<file path="config.mk">
export PLATFORM = sky130hd
export DESIGN_NAME = fbw_engine
export DESIGN_NICKNAME = d
export VERILOG_FILES = /design/src/rtl/fbw_pkg.sv /design/src/rtl/fbw_regs.sv /design/src/rtl/fbw_decode.sv /design/src/rtl/fbw_pixel_seq.sv /design/src/rtl/fbw_engine.sv
export SDC_FILE = /design/constraint.sdc
export NUM_CORES = 1
export LEC_CHECK = 0
export ABC_AREA = 1
export BUFFER_PORTS_ARGS = -buffer_cell sky130_fd_sc_hd__buf_2
export CAP_MARGIN = 25
export CORE_MARGIN = 1.5
export CORE_UTILIZATION = 50
export CTS_CLUSTER_SIZE = 14
export DETAILED_ROUTE_END_ITERATION = 16
export HOLD_SLACK_MARGIN = 0.15
export PLACE_DENSITY = 0.7
export SYNTH_ARGS = -nofsm -noshare
export SYNTH_HDL_FRONTEND = slang
export SYNTH_HIERARCHICAL = 1
export SYNTH_SLANG_ARGS = --single-unit
</file>
<file path="constraint.sdc">
create_clock -name clk -period 2.75 [get_ports clk]
set_input_delay 0.1375 -clock clk [delete_from_list [all_inputs] [get_ports clk]]
set_output_delay 0.1375 -clock clk [all_outputs]
set_load 0.02 [all_outputs]
</file>
<file path="src/rtl/fbw_pkg.sv">
package fbw_pkg;

  // Mode codes held in the upper half of the destination access register
  localparam logic [15:0] MODE_LIN_SWAP_A = 16'h3ba0;
  localparam logic [15:0] MODE_LIN_SWAP_B = 16'hbbe0;
  localparam logic [15:0] MODE_XY_RAW     = 16'h1360;
  localparam logic [15:0] MODE_XY_WORD    = 16'h13a0;
  localparam logic [15:0] MODE_EXP_COLOR  = 16'h2ea0;
  localparam logic [15:0] MODE_EXP_MONO   = 16'h28a0;

  // Register select codes
  localparam logic [2:0] SEL_DST_SRC = 3'd0;
  localparam logic [2:0] SEL_DST     = 3'd1;
  localparam logic [2:0] SEL_SRC     = 3'd2;
  localparam logic [2:0] SEL_IMGOP   = 3'd3;
  localparam logic [2:0] SEL_BITMASK = 3'd4;
  localparam logic [2:0] SEL_FG      = 3'd5;
  localparam logic [2:0] SEL_BG      = 3'd6;
  localparam logic [2:0] SEL_PLANE   = 3'd7;

  // Image operation flag positions
  localparam int IMGOP_GATE_BIT  = 29;
  localparam int IMGOP_TRANSP_HI = 28;
  localparam int IMGOP_TRANSP_LO = 1;

  localparam logic [31:0] IMGOP_RST   = 32'h2300_0300;
  localparam logic [31:0] PLANE_RST   = 32'h0000_00ff;
  localparam logic [31:0] BITMASK_RST = 32'hffff_ffff;

  typedef enum logic [1:0] {
    KIND_NONE,
    KIND_STORE,
    KIND_EXPAND
  } kind_e;

  // One decoded burst; data and mask are left-aligned, slot 0 at bit 31
  typedef struct packed {
    kind_e       kind;
    logic [31:0] base;
    logic [5:0]  count;
    logic [31:0] data;
    logic [31:0] mask;
    logic [7:0]  fg;
    logic [7:0]  bg;
    logic        gate;
    logic        transp;
  } cmd_t;

endpackage

</file>
<file path="src/rtl/fbw_regs.sv">
module fbw_regs
  import fbw_pkg::*;
(
  input  logic        clk,
  input  logic        rst,
  input  logic        reg_we,
  input  logic [2:0]  reg_sel,
  input  logic [31:0] reg_wdata,
  output logic [15:0] dst_mode,
  output logic [31:0] src_access,
  output logic        op_gate,
  output logic        op_transp_hi,
  output logic        op_transp_lo,
  output logic [31:0] bitmask,
  output logic [7:0]  fg_color,
  output logic [7:0]  bg_color,
  output logic [31:0] plane_mask
);

  always_ff @(posedge clk) begin
    if (rst) begin
      dst_mode     <= 16'h0000;
      src_access   <= 32'h0;
      op_gate      <= IMGOP_RST[IMGOP_GATE_BIT];
      op_transp_hi <= IMGOP_RST[IMGOP_TRANSP_HI];
      op_transp_lo <= IMGOP_RST[IMGOP_TRANSP_LO];
      bitmask      <= BITMASK_RST;
      fg_color     <= 8'h00;
      bg_color     <= 8'h00;
      plane_mask   <= PLANE_RST;
    end else if (reg_we) begin
      case (reg_sel)
        SEL_DST_SRC: begin
          dst_mode   <= reg_wdata[31:16];
          src_access <= reg_wdata;
        end
        SEL_DST:     dst_mode   <= reg_wdata[31:16];
        SEL_SRC:     src_access <= reg_wdata;
        SEL_IMGOP: begin
          op_gate      <= reg_wdata[IMGOP_GATE_BIT];
          op_transp_hi <= reg_wdata[IMGOP_TRANSP_HI];
          op_transp_lo <= reg_wdata[IMGOP_TRANSP_LO];
        end
        SEL_BITMASK: bitmask    <= reg_wdata;
        SEL_FG:      fg_color   <= reg_wdata[7:0];
        SEL_BG:      bg_color   <= reg_wdata[7:0];
        SEL_PLANE:   plane_mask <= reg_wdata;
        default: ;
      endcase
    end
  end

endmodule

</file>
<file path="src/rtl/fbw_decode.sv">
module fbw_decode
  import fbw_pkg::*;
#(
  parameter int FB_WIDTH  = 64,
  parameter int POS_XBITS = 10
) (
  input  logic [15:0] mode,
  input  logic [31:0] pos,
  input  logic [2:0]  size,
  input  logic [31:0] wdata,
  input  logic        op_gate,
  input  logic        op_transp,
  input  logic [31:0] bitmask,
  input  logic [7:0]  fg_color,
  input  logic [7:0]  bg_color,
  output cmd_t        cmd,
  output logic [31:0] next_pos
);

  localparam logic [31:0] XMASK = (32'd1 << POS_XBITS) - 32'd1;
  localparam logic [31:0] WIDTH = 32'(FB_WIDTH);

  function automatic logic [31:0] xy_offset(input logic [31:0] p);
    return (p >> POS_XBITS) * WIDTH + (p & XMASK);
  endfunction

  logic [5:0]  nbits;
  logic [5:0]  lshift;
  logic [31:0] swapped;

  always_comb begin
    case (size)
      3'd1:    nbits = 6'd8;
      3'd2:    nbits = 6'd16;
      default: nbits = 6'd32;
    endcase
    lshift  = 6'd32 - nbits;
    swapped = {wdata[7:0], wdata[15:8], wdata[23:16], wdata[31:24]};
  end

  always_comb begin
    cmd.kind   = KIND_NONE;
    cmd.base   = 32'h0;
    cmd.count  = 6'd4;
    cmd.data   = wdata;
    cmd.mask   = bitmask;
    cmd.fg     = fg_color;
    cmd.bg     = bg_color;
    cmd.gate   = op_gate;
    cmd.transp = op_transp;
    next_pos   = pos;
    case (mode)
      MODE_LIN_SWAP_A, MODE_LIN_SWAP_B: begin
        cmd.kind = KIND_STORE;
        cmd.base = pos;
        cmd.data = swapped;
        next_pos = pos + 32'd4;
      end
      MODE_XY_RAW: begin
        cmd.kind = KIND_STORE;
        cmd.base = xy_offset(pos);
        next_pos = pos + 32'd4;
      end
      MODE_XY_WORD: begin
        cmd.kind = KIND_STORE;
        cmd.base = xy_offset(pos >> 2);
        next_pos = pos + 32'd16;
      end
      MODE_EXP_COLOR, MODE_EXP_MONO: begin
        cmd.kind  = KIND_EXPAND;
        cmd.base  = xy_offset(pos >> 2);
        cmd.count = nbits;
        cmd.data  = wdata << lshift;
        if (mode == MODE_EXP_MONO) begin
          cmd.fg = 8'd1;
          cmd.bg = 8'd0;
        end
        next_pos = pos + 32'd4;
      end
      default: ;
    endcase
  end

endmodule

</file>
<file path="src/rtl/fbw_pixel_seq.sv">
module fbw_pixel_seq
  import fbw_pkg::*;
#(
  parameter int MEM_SIZE = 1536,
  parameter int AW       = 11
) (
  input  logic          clk,
  input  logic          rst,
  input  logic          start,
  input  cmd_t          cmd,
  output logic          active,
  output logic          pix_we,
  output logic [AW-1:0] pix_addr,
  output logic [7:0]    pix_data
);

  localparam logic [31:0] LIMIT = 32'(MEM_SIZE);

  kind_e       kind_q;
  logic [31:0] off_q;
  logic [31:0] dsh_q;
  logic [31:0] msh_q;
  logic [5:0]  left_q;
  logic [7:0]  fg_q;
  logic [7:0]  bg_q;
  logic        gate_q;
  logic        transp_q;

  logic        slot_we;
  logic [7:0]  slot_val;
  logic        gate_ok;
  logic        in_range;

  always_comb begin
    gate_ok  = !gate_q || msh_q[31];
    in_range = off_q < LIMIT;
    if (kind_q == KIND_STORE) begin
      slot_val = dsh_q[31:24];
      slot_we  = gate_ok && in_range;
    end else begin
      slot_val = dsh_q[31] ? fg_q : bg_q;
      slot_we  = gate_ok && in_range && (dsh_q[31] || !transp_q);
    end
  end

  always_ff @(posedge clk) begin
    if (rst) begin
      active   <= 1'b0;
      pix_we   <= 1'b0;
      pix_addr <= '0;
      pix_data <= 8'h00;
      kind_q   <= KIND_NONE;
      off_q    <= 32'h0;
      dsh_q    <= 32'h0;
      msh_q    <= 32'h0;
      left_q   <= 6'd0;
      fg_q     <= 8'h00;
      bg_q     <= 8'h00;
      gate_q   <= 1'b0;
      transp_q <= 1'b0;
    end else begin
      pix_we <= 1'b0;
      if (active) begin
        pix_we   <= slot_we;
        pix_addr <= off_q[AW-1:0];
        pix_data <= slot_val;
        off_q    <= off_q + 32'd1;
        msh_q    <= msh_q << 1;
        dsh_q    <= (kind_q == KIND_STORE) ? (dsh_q << 8) : (dsh_q << 1);
        left_q   <= left_q - 6'd1;
        if (left_q == 6'd1) active <= 1'b0;
      end else if (start && cmd.kind != KIND_NONE) begin
        active   <= 1'b1;
        kind_q   <= cmd.kind;
        off_q    <= cmd.base;
        dsh_q    <= cmd.data;
        msh_q    <= cmd.mask;
        left_q   <= cmd.count;
        fg_q     <= cmd.fg;
        bg_q     <= cmd.bg;
        gate_q   <= cmd.gate;
        transp_q <= cmd.transp;
      end
    end
  end

endmodule

</file>
<file path="src/rtl/fbw_engine.sv">
module fbw_engine
  import fbw_pkg::*;
#(
  parameter int FB_WIDTH  = 64,
  parameter int FB_HEIGHT = 24,
  parameter int POS_XBITS = 10,
  localparam int MEM_SIZE = FB_WIDTH * FB_HEIGHT,
  localparam int AW       = $clog2(MEM_SIZE)
) (
  input  logic          clk,
  input  logic          rst,
  input  logic          reg_we,
  input  logic [2:0]    reg_sel,
  input  logic [31:0]   reg_wdata,
  input  logic          dat_we,
  input  logic [31:0]   dat_addr,
  input  logic [2:0]    dat_size,
  input  logic [31:0]   dat_wdata,
  output logic          busy,
  output logic          pos_vld,
  output logic [31:0]   pos_next,
  output logic [31:0]   src_access,
  output logic [31:0]   plane_mask,
  output logic          pix_we,
  output logic [AW-1:0] pix_addr,
  output logic [7:0]    pix_data
);

  logic [15:0] dst_mode;
  logic        op_gate;
  logic        op_transp_hi;
  logic        op_transp_lo;
  logic [31:0] bitmask;
  logic [7:0]  fg_color;
  logic [7:0]  bg_color;
  cmd_t        cmd;
  logic [31:0] next_pos;
  logic        accept;

  assign accept = dat_we && !busy;

  fbw_regs u_regs (
    .clk          (clk),
    .rst          (rst),
    .reg_we       (reg_we),
    .reg_sel      (reg_sel),
    .reg_wdata    (reg_wdata),
    .dst_mode     (dst_mode),
    .src_access   (src_access),
    .op_gate      (op_gate),
    .op_transp_hi (op_transp_hi),
    .op_transp_lo (op_transp_lo),
    .bitmask      (bitmask),
    .fg_color     (fg_color),
    .bg_color     (bg_color),
    .plane_mask   (plane_mask)
  );

  fbw_decode #(
    .FB_WIDTH  (FB_WIDTH),
    .POS_XBITS (POS_XBITS)
  ) u_decode (
    .mode      (dst_mode),
    .pos       (dat_addr),
    .size      (dat_size),
    .wdata     (dat_wdata),
    .op_gate   (op_gate),
    .op_transp (op_transp_hi | op_transp_lo),
    .bitmask   (bitmask),
    .fg_color  (fg_color),
    .bg_color  (bg_color),
    .cmd       (cmd),
    .next_pos  (next_pos)
  );

  fbw_pixel_seq #(
    .MEM_SIZE (MEM_SIZE),
    .AW       (AW)
  ) u_seq (
    .clk      (clk),
    .rst      (rst),
    .start    (accept),
    .cmd      (cmd),
    .active   (busy),
    .pix_we   (pix_we),
    .pix_addr (pix_addr),
    .pix_data (pix_data)
  );

  always_ff @(posedge clk) begin
    if (rst) begin
      pos_vld  <= 1'b0;
      pos_next <= 32'h0;
    end else begin
      pos_vld <= accept;
      if (accept) pos_next <= next_pos;
    end
  end

endmodule

</file>
==> summary.md <==
| Metric | Value |
|---|---|
| GRT Resource Usage Total | 30.17% |
| Number of global-route vias before repair | 19,120 |
| Async S/R FF share, synth | 0% |
| Final setup margin | between 0.1 and 0.15 ns |
| Core Region | 37,840 um^2 |
| Clk pin slew, worst setup/hold paths | 0.06 ns |
| Pwr Density | approximately 460 nW/um^2 |
| TNS Setup | 0 ns |
| Routed length per instance | ~16 um |
| Max capacitance violation total | 0 |
| Post-synth cell types | 46 |
| N_diodes | 0 |
| First-pass GRT wire length | 96.92 mm |
| R2R cell count | 14 |
| Die area | around 40,000 um^2 |
| Yosys top cell area share | 31.84% |
| Max-slew violations | 0 |
| Largest area contributor in the synthesized netlist | dfxtp_1 |
| Clock power frac | 42.5% |
| IO Pins | 224 |
| H-tree Lvls | 2 |
| Clock Sinks | about 300 |
| Post-Route WL | around 62 mm |
| Num rows | 71 |
| Crit. End Element | register |
| Area Growth Syn to Fin | 16.01% |
| Post-route antenna net violation count | 0 |
| Via count | 20,990 |
| Main synth FF type | dfxtp_1 |
| R2R Path Start | u_regs/dst_mode[9] |
| Kind of critical path | input port to register |
| RSZ-0062 raised after global routing | no |
| Num CTS Buffers | 35 |
| Hold Crit Start | dat_wdata[1] |
| Max VDD drop | 0.4484 mV |
| Register share of total power | 44.9% |
| Hold Crit Depth | 5 |
| Net switching component of the power | 2.776 mW |
| CP required | 3.16 ns |
| HPWL Detailed | 42.30 mm |
| Die width | 199.5 um |
| Vias/cell | 5.357 |
| Hold Fails Final Rpt | 0 |
| Drt drc | 0 |
| Pre-CTS setup slack | 0.2260 ns |
| CTS tree | done |
| Ys Warns | 6 |
| Slew HR | between 30% and 40% |
| Final setup fails | 0 |
| Fillers | around 3,700 |
| Power share of the combinational group | 12.6% |
| Mean Syn Cell Area | between 6 and 7 um^2 |
| I/O Buffers | 223 |
| Fmax | 384.2 MHz |
| Final worst-path cycle share | 94.64% |
| Synth top area cells | dfxtp_1, nand2_1, nand3_1 |
| Worst skew pair latency | 0.54 ns |
| Drt initial violations | 1,897 |
| Clk_skew | between 0.02 and 0.025 ns |
| Die H | 199.5 um |
| Largest net degree at the start of global routing | 132 |
| Syn Inst Count | about 3,200 |
| Share of cells above drive strength 1 | 12.47% |
| Run status | completed |
| Crit start category | input port |
| Crit path launch | dat_size[1] |
| Nets@finish | 3,504 |
| Shortest period the worst path allows | 2.603 ns |
| Number of synthesized register bits | between 300 and 400 |
| Number of synthesized flops with an enable pin | 0 |
| Clk buf depth | 3 |
| Sw Ratio | approximately 27% |
| Critical path arrival | around 3.0 ns |
| Initial antenna violation count | 0 |
| Internal power | 7.521 mW |
| Hold crit path type | input port to register |
| GRT overflow | 0 |
| Post-Syn Area | 19,300 um^2 |
| Worst-Margin Slew | 0.9389 ns |
| Critical path peak fanout | 40 |
| Routability cong. | between 0.9 and 1 |
| Initial core utilization | between 50% and 60% |
| Sequential area share after synthesis | 31.84% |
| First drt pass iteration count | 7 |
| CTS Root Cell | clkbuf_16 |
| Lkg Pwr | 10.91 nW |
==> Yosys cell counts (5+ instances only) <==
cell and number:
clkbuf_1 42, ha_1 12, o21ai_0 170, a21oi_1 77, buf_1 16, buf_2 73, o21ai_1 8, nand2_2 19
o211ai_1 23, a211oi_1 8, buf_6 16, nor2_1 429, nor2_2 23, nand4_1 24, buf_4 62, nand2_1 953
xor2_1 36, nand3_1 445, nand2_4 5, inv_2 8, a22o_1 7, or2_2 8, inv_1 337, dfxtp_1 307
a31oi_1 11, o211ai_2 5, nor2_4 17, nor3_1 12
==> what timing repair did <==
item                                   CTS  global route
endpoints found under the hold margin  178             0
hold buffers                            95             0
gates resized for setup                  0             7
setup endpoints to repair                0            20
setup buffers                            0             3
==> worst max-delay path, cell delays in order <==
cell	delay (ns)
dlygate4sd3_1	0.54
buf_2	0.13
nor2_1	0.08
nand2_1	0.09
ha_1	0.45
inv_1	0.13
buf_6	0.29
nand3_1	0.12
o211ai_1	0.11
nand3_1	0.08
dlygate4sd3_1	0.56
o21ai_0	0.19
a21oi_1	0.09
==> state kept, by name, summed over array words and instances, names as in the netlist, 11 cells and up <==
name	flops
u_seq/pix_addr	11
u_regs/bitmask	32
u_regs/plane_mask	32
u_regs/dst_mode	16
pos_next	32
u_seq/off_q	32
u_seq/dsh_q	32
u_seq/msh_q	32
u_regs/src_access	32
==> through the flow <==
stage	instances	utilization (%)	area [um^2]	power (mW)	hold WS, ns
2_1_floorplan	3184	-	19300	5.505	0.2069
3_5_place_dp	3758	53.66	20310	5.880	0.4167
5_1_grt	3918	59.16	22390	10.70	0.2027
4_1_cts	3913	58.94	22300	10.37	0.1544
3_3_place_gp	3757	53.59	20280	5.857	0.4061
6_report	3918	59.16	22390	10.30	0.1695
==> path summary, 6_finish.rpt <==
kind / to / slack, ns
setup reg to reg: u_seq/off_q[16] / 0.18
hold / removal: u_seq/dsh_q[25] / 0.17
hold reg to reg: u_regs/plane_mask[0] / 0.46
setup / recovery: u_seq/dsh_q[29] / 0.15
==> cell type report <==
class	instances	area [um^2]	area share, %
well taps	511	639.4	2.856
repair inverters	1	5.005	0.02235
clock buffers	54	997.2	4.454
multi-input cells	2319	10640	47.51
repair buffers	371	2596	11.60
inverters	349	1319	5.890
flip-flops and latches	307	6147	27.45
clock inverters	6	48.80	0.2179
==> per-layer routing <==
layer,wire length (um),vias up,part of all wire [%],GRT usage (%)
li1,-,10400,-,-
met1,26760,9540,43,40.13
met2,27600,925,45,49.19
met3,5372,125,8.7,4.709
met4,2184,0,3.5,11.31
met5,0,-,0,0
==> power groups by stage <==
stage               Clock (mW)  Sequential [mW]  Combinational (mW)
floorplan                    0             4.81               0.696
global placement             0             4.72                1.14
detailed placement           0             4.72                1.16
CTS                       4.47             4.63                1.27
global route              4.63             4.64                1.43
finish                    4.38             4.63                1.30
==> cells by family after synthesis <==
group	synth area share, %
buffers and inverters	13.19
XOR/XNOR	1.724
adder cells (fa/ha/maj)	0.9853
other	0.01943
AO/OA/AOI/OAI	9.134
AND/OR/NAND/NOR	43.11
flip-flops	31.84
==> cell usage in the layout (no fill, tap or decap), types with 36 or more instances in the layout <==
master / instances
nand2_1: 953
nand3_1: 445
nor2_1: 428
inv_1: 334
dfxtp_1: 306
buf_2: 223
o21ai_0: 170
dlygate4sd3_1: 95
a21oi_1: 77
buf_4: 40
xor2_1: 36
Note: power is estimated with default switching activity, not from simulation.
